--- src/rtl/reloc_pkg.sv ---
package reloc_pkg;
    parameter int ADDR_W    = 18;
    parameter int BLK_SHIFT = 10;
    parameter int FIELD_W   = ADDR_W / 2;
    localparam int IDX_W    = ADDR_W - BLK_SHIFT;

    typedef logic [ADDR_W-1:0] addr_t;

    typedef struct packed {
        logic [FIELD_W-1:0] base_blk;
        logic [FIELD_W-1:0] blk_cnt;
    } ctx_t;

    typedef struct packed {
        logic  issue;
        logic  fault;
        addr_t addr;
        addr_t vaddr;
    } xlate_t;

    function automatic logic out_of_bounds(addr_t va, ctx_t c);
        logic [FIELD_W-1:0] idx;
        idx = FIELD_W'(va[ADDR_W-1:BLK_SHIFT]);
        return idx >= c.blk_cnt;
    endfunction

    function automatic addr_t relocate(addr_t va, ctx_t c);
        addr_t offs;
        offs = addr_t'({c.base_blk, {BLK_SHIFT{1'b0}}});
        return va + offs;
    endfunction
endpackage

--- src/rtl/reloc_ctx_reg.sv ---
module reloc_ctx_reg
    import reloc_pkg::*;
(
    input  logic  clk,
    input  logic  rst,
    input  logic  load_en,
    input  ctx_t  load_val,
    output ctx_t  ctx_q
);
    // reset to zero, load visible next cycle
    always_ff @(posedge clk) begin
        if (rst)
            ctx_q <= '0;
        else if (load_en)
            ctx_q <= load_val;
    end
endmodule

--- src/rtl/reloc_xlate.sv ---
module reloc_xlate
    import reloc_pkg::*;
(
    input  logic   valid,
    input  addr_t  vaddr,
    input  logic   priv,
    input  ctx_t   ctx,
    output xlate_t res
);
    // check and relocate against the current register
    always_comb begin
        res       = '0;
        res.vaddr = vaddr;
        if (valid) begin
            if (priv) begin
                res.issue = 1'b1;
                res.addr  = vaddr;
            end else if (out_of_bounds(vaddr, ctx)) begin
                res.fault = 1'b1;
            end else begin
                res.issue = 1'b1;
                res.addr  = relocate(vaddr, ctx);
            end
        end
    end
endmodule

--- src/rtl/reloc_out_stage.sv ---
module reloc_out_stage
    import reloc_pkg::*;
(
    input  logic   clk,
    input  logic   rst,
    input  xlate_t res,
    output logic   mem_valid,
    output addr_t  mem_addr,
    output logic   fault_valid,
    output addr_t  fault_vaddr
);
    always_ff @(posedge clk) begin
        if (rst) begin
            mem_valid   <= 1'b0;
            mem_addr    <= '0;
            fault_valid <= 1'b0;
            fault_vaddr <= '0;
        end else begin
            mem_valid   <= res.issue;
            fault_valid <= res.fault;
            if (res.issue)
                mem_addr <= res.addr;
            if (res.fault)
                fault_vaddr <= res.vaddr;
        end
    end
endmodule

--- src/rtl/base_bounds_reloc.sv ---
module base_bounds_reloc
    import reloc_pkg::*;
(
    input  logic              clk,
    input  logic              rst,
    input  logic              load_en,
    input  logic [ADDR_W-1:0] load_word,
    input  logic              req_valid,
    input  logic [ADDR_W-1:0] req_vaddr,
    input  logic              req_priv,
    output logic [ADDR_W-1:0] ctx_word,
    output logic              mem_valid,
    output logic [ADDR_W-1:0] mem_addr,
    output logic              fault_valid,
    output logic [ADDR_W-1:0] fault_vaddr
);
    ctx_t   ctx_q;
    xlate_t res;

    reloc_ctx_reg u_ctx (
        .clk      (clk),
        .rst      (rst),
        .load_en  (load_en),
        .load_val (ctx_t'(load_word)),
        .ctx_q    (ctx_q)
    );

    // the request sees ctx_q before any same-cycle load lands
    reloc_xlate u_xlate (
        .valid (req_valid),
        .vaddr (req_vaddr),
        .priv  (req_priv),
        .ctx   (ctx_q),
        .res   (res)
    );

    reloc_out_stage u_out (
        .clk         (clk),
        .rst         (rst),
        .res         (res),
        .mem_valid   (mem_valid),
        .mem_addr    (mem_addr),
        .fault_valid (fault_valid),
        .fault_vaddr (fault_vaddr)
    );

    assign ctx_word = ctx_q;
endmodule

--- config.mk ---
export PLATFORM = sky130hd
export DESIGN_NAME = base_bounds_reloc
export DESIGN_NICKNAME = d
export VERILOG_FILES = /design/src/rtl/reloc_pkg.sv /design/src/rtl/reloc_ctx_reg.sv /design/src/rtl/reloc_xlate.sv /design/src/rtl/reloc_out_stage.sv /design/src/rtl/base_bounds_reloc.sv
export SDC_FILE = /design/constraint.sdc
export NUM_CORES = 1
export LEC_CHECK = 0
export BUFFER_PORTS_ARGS = -buffer_cell sky130_fd_sc_hd__buf_2
export CORE_ASPECT_RATIO = 2
export CORE_MARGIN = 2
export CORE_UTILIZATION = 55
export DETAILED_ROUTE_END_ITERATION = 10
export PLACE_DENSITY = 0.95
export SLEW_MARGIN = 40
export SYNTH_ARGS = -nofsm -noshare
export SYNTH_HDL_FRONTEND = slang
export SYNTH_HIERARCHICAL = 1
export SYNTH_SLANG_ARGS = --single-unit
--- constraint.sdc ---
create_clock -name clk -period 3.5 [get_ports clk]
set_clock_uncertainty 0.1 [all_clocks]
set_input_delay 0.175 -clock clk [delete_from_list [all_inputs] [get_ports clk]]
set_output_delay 0.175 -clock clk [all_outputs]
set_load 0.02 [all_outputs]
# Word-level counts from Yosys, hierarchy flattened
# Cells that the tools add are included.
totals:
  ff_bits: 56
  word_cells: 15
classes:
  addsub: 1
  order_cmp: 1
  mux: 7
op_table:
  columns: ["op", "count"]
  rows:
  - ["two-way mux 18 bit", 2]
  - ["two-way mux 20 bit", 1]
  - ["adder 18 bit", 1]
  - ["greater-or-equal comparator 8 x 9 -> 1 bit", 1]
  - ["two-way mux 1 bit", 4]

# Depth between registers and ports, before layout
depth:
  ltp_word: 4
  mapped_depth: 11
  depth_no_buf: 9

# Cells and area by module
# The synthesis kept the hierarchy.
by_module_without_submodules:
  columns: ["module", "instances", "cells_per_inst", "area_per_inst_um2", "seq_area_each_um2"]
  rows:
  - ["reloc_out_stage", 1, 120, 1350.0, 760.7]
  - ["reloc_xlate", 1, 136, 1031.0, 0.0]
  - ["reloc_ctx_reg", 1, 58, 649.4, 360.3]

# Least setup slack after synthesis
# Ideal clock, no wire load.
synth_timing:
  kind: "register -> register"
  startpoint: "reg, netlist name u_ctx/ctx_q[6]"
  endpoint: "reg u_out.mem_addr[7]"
  t_arrival_ns: 2.170
  t_required_ns: 3.283
  setup_slack_ns: 1.113
  path_stages_with_launch: 12
  n_path_buf: 3
  synth_period_minus_slack_ns: 2.387
  cell_sequence: "dfxtp_1 inv_1 ha_1 a211oi_2 a2bb2oi_2 o21ai_2 buf_6 a21oi_1 buf_6 buf_12 mux2i_1 nor2_1"
synth_rtl:
  columns: ["element", "line_no", "text"]
  rows:
  - ["end signal: assignment", "reloc_out_stage.sv:22", "mem_addr <= res.addr;"]
  - ["end: declaration", "reloc_out_stage.sv:8", "output addr_t mem_addr,"]

==> impl_summary.txt <==
----------------------------------------------------
[Run status]
  Run status ... completed

[STA]
  Worst Hold Slack ... 0.00343 ns
  Setup repair after global routing missed its margin ... no
  Final Hold Viols ... 0
  Slew at the pin closest to its max-slew limit ... roughly 0.80 ns
  Post-layout min period ... approximately 2.7 ns
  Post-route clock period utilization ... 0.786
  Setup TNS after final layout ... 0 ns
  Worst slew margin ... 0.465
  Top achievable clock speed ... 364 MHz
  Fin. max-slew vios ... 0
  Setup violation total in the final timing report ... 0

[Clocking]
  Number of buffers inserted to repair setup after CTS ... 0
  Root buffer selected by CTS ... clkbuf_8
  Post-cts repair resize count ... 0
  CTS tree ... built
  # clock sinks ... 56
  Insertion delay to the later sink of the worst-skew pair ... 0.32 ns
  Number of buffers inserted during clock tree synthesis ... 5
  Clock transition time at the flip-flop clock pins of the worst setup and hold paths ... 0.10 ns
  Max clock buf depth ... 2
  Hold-fix buffers at CTS ... 13
  Number of levels the H-tree was split into ... 2

[Yosys]
  Yosys top cell by area ... dfxtp_1
  Area of the mapped netlist ... about 0.003 mm2
  Post-Syn Instances ... between 300 and 400
  Top flip-flop cell by instance count after synthesis ... dfxtp_1
  Async set-reset flop share out of synthesis ... 0
  Count leader, synth ... nor2_1
  Synth top cells by count ... nor2_1, dfxtp_1, mux2i_1, inv_1, buf_4
  Share of the synthesized area in the top cell type ... 0.370
  Largest cells by area after synthesis ... dfxtp_1, mux2i_1, nor2_1
  Count of unique library cells instantiated by Yosys ... 43
  Count of flip-flops with a built-in enable after synthesis ... 0
  Synthesized Nets ... 371
  Post-synthesis area per instance ... around 9.7 um2
  Sequential cell area fraction in the yosys report ... 0.370
  Number of warnings printed during yosys synthesis ... 6
  Synthesis-stage register bit count ... 56

[Detailed routing]
  Vias per inst ... 5.68
  Final routed wirelength across all metal layers ... 7590 um
  DRT Pass-1 Iters ... 4
  Number of DRC violations after detailed-routing iteration 0 ... between 100 and 150
  Antenna viol nets, final ... 0
  DR vias ... 2,628
  Wire length per cell ... 16.4 um
  # DRC ... 0

[Setup path]
  Type of the worst setup path ... reg2reg
  Data arrival, critical path ... approximately 2.9 ns
  Endpoint of the most critical register-to-register path ... u_out/mem_addr[1]$_SDFFE_PP0P_
  Nature of the critical path endpoint ... register
  Slack of the worst reg-to-reg path ... approximately 0.75 ns
  Origin of the critical flop-to-flop path ... u_ctx/ctx_q[6]$_SDFFE_PP0P_
  Maximum fanout along the worst path ... 12
  Reg2Reg Depth ... 9
  WP data required ... 3.60 ns
  Startpoint type of the worst setup path ... register

[GRT]
  Antenna violations before repair ... 0
  Vias in the first global route ... 2,614
  Wire length of the first global-routing pass ... 12,100 um
  Maximum number of pins on one net before global-route repair ... 57
  Tot GR Track Use ... 0.254
  Aggregate global routing overflow ... 0

[Die]
  Die Height ... ~110 um
  Die outline area ... 0.00616 mm2
  Initial core utilization ... 0.564
  Number of standard-cell rows in the floorplan ... 38
  Io pins ... slightly below 100
  Floorplan Core Area ... approximately 0.0054 mm2
  Die X-Extent ... between 50 and 60 um

[Cells and area]
  Post-route non-filler standard cell count ... 463
  Number of nets in the layout ... 458
  Share of post-route cells with drive strength above 1 ... 0.313
  Layout-stage area growth over the synthesis result ... 18.0%
  Filler instances ... 451

[Worst hold path]
  Hold Path Origin ... req_vaddr[0]
  Worst Hold Depth ... 3
  Endpoint, Worst Hold ... u_out/fault_vaddr[0]$_SDFFE_PP0P_
  Hold Path Class ... in2reg

[Power and ir drop]
  Leakage Power ... 1.77 nW
  Highest ir drop seen on vdd ... 343 uV
  Power per standard cell area ... 398 mW/mm2

[Placement]
  DPL Wire Length ... between 5000 and 6000 um
  Inst Count DP ... 441
  Buffers on Ports ... 96
  Final RePlAce weighted congestion ... 0.872

[Job]
  Number of max-cap violations ... 0

----------------------------------------------------
-- logic make-up after synthesis --
kind of cell	count (synthesis)	share of synthesized area
buf+inv	58	0.122
compound gates	46	0.140
xor+xnor	1	0.00289
flops	56	0.370
simple gates	83	0.118
fa+ha+maj	16	0.0685
mux	54	0.178
-- critical path, cell delays in order (launching register included) --
cell and delay [ns]:
dfxtp_1 0.36, inv_1 0.06, ha_1 0.30, a211oi_2 0.25, a2bb2oi_2 0.22, o21ai_2 0.13
a21oi_2 0.64, buf_4 0.30, mux2i_1 0.22, nor2_1 0.05
-- how the worst max path moves through the flow --
stage,start,end,slack [ns],cells past startpoint
floorplan,u_ctx/ctx_q[6]$_SDFFE_PP0P_,u_out/mem_addr[7]$_SDFFE_PP0P_,1.11,11
global placement,u_ctx/ctx_q[6]$_SDFFE_PP0P_,u_out/mem_addr[3]$_SDFFE_PP0P_,0.90,9
detailed placement,u_ctx/ctx_q[6]$_SDFFE_PP0P_,u_out/mem_addr[4]$_SDFFE_PP0P_,0.79,9
CTS,u_ctx/ctx_q[6]$_SDFFE_PP0P_,u_out/mem_addr[1]$_SDFFE_PP0P_,0.78,9
global route,u_ctx/ctx_q[6]$_SDFFE_PP0P_,u_out/mem_addr[1]$_SDFFE_PP0P_,0.58,9
finish,u_ctx/ctx_q[6]$_SDFFE_PP0P_,u_out/mem_addr[1]$_SDFFE_PP0P_,0.75,9
-- cell type report --
class | count | area, um2 | share of cell area
diodes | 1 | 2.50 | 0.000700
flip-flops and latches | 56 | 1120 | 0.314
inverters | 25 | 93.8 | 0.0263
clock buffers | 6 | 82.6 | 0.0231
repair buffers | 113 | 643 | 0.180
clock inverters | 2 | 13.8 | 0.00385
multi-input cells | 200 | 1540 | 0.432
well taps | 60 | 75.1 | 0.0210
-- stage by stage --
stage          instance area, um2  power, W   util  worst slack (ns)
6_report                     3570   0.00142  0.665             0.751
5_1_grt                      3570   0.00149  0.665             0.581
2_1_floorplan                3030  0.000961      -              1.11
3_5_place_dp                 3350   0.00104  0.623             0.794
4_1_cts                      3570   0.00143  0.665             0.777
3_3_place_gp                 3340   0.00103  0.622             0.898
-- where the power goes --
part | switching (W) | total (W) | internal [W]
Sequential | 0.0000209 | 0.000691 | 0.000670
Combinational | 0.000207 | 0.000352 | 0.000145
Clock | 0.000219 | 0.000381 | 0.000162
-- layer usage --
metal	vias up	part of all wire	global-route usage
met3	32	0.049	0.0486
met2	117	0.54	0.464
met5	-	0	0
met4	0	0.056	0.187
li1	1228	-	-
met1	1251	0.35	0.244
-- sequential cells by signal, summed over array words and instances, names as in the netlist --
name and cells:
u_ctx/ctx_q 18, u_out/fault_valid 1, u_out/mem_valid 1, u_out/fault_vaddr 18, u_out/mem_addr 18
-- cell usage in the layout (no fill, tap or decap), types with 2 or more instances in the layout --
| cell type | instances |
|---|---|
| a211oi_2 | 11 |
| a21o_1 | 4 |
| a21oi_1 | 4 |
| buf_2 | 95 |
| buf_4 | 5 |
| clkbuf_8 | 6 |
| dfxtp_1 | 56 |
| dlygate4sd3_1 | 13 |
| ha_1 | 15 |
| inv_1 | 24 |
| mux2i_1 | 54 |
| nand2_1 | 9 |
| nand2b_1 | 2 |
| nand3_1 | 3 |
| nor2_1 | 57 |
| nor2b_1 | 5 |
| nor3_1 | 2 |
| o211ai_1 | 3 |
| o21a_1 | 2 |
| o21ai_0 | 3 |
| o31ai_1 | 5 |
| o41ai_1 | 2 |
No activity file was read; power rests on OpenSTA's default activity.
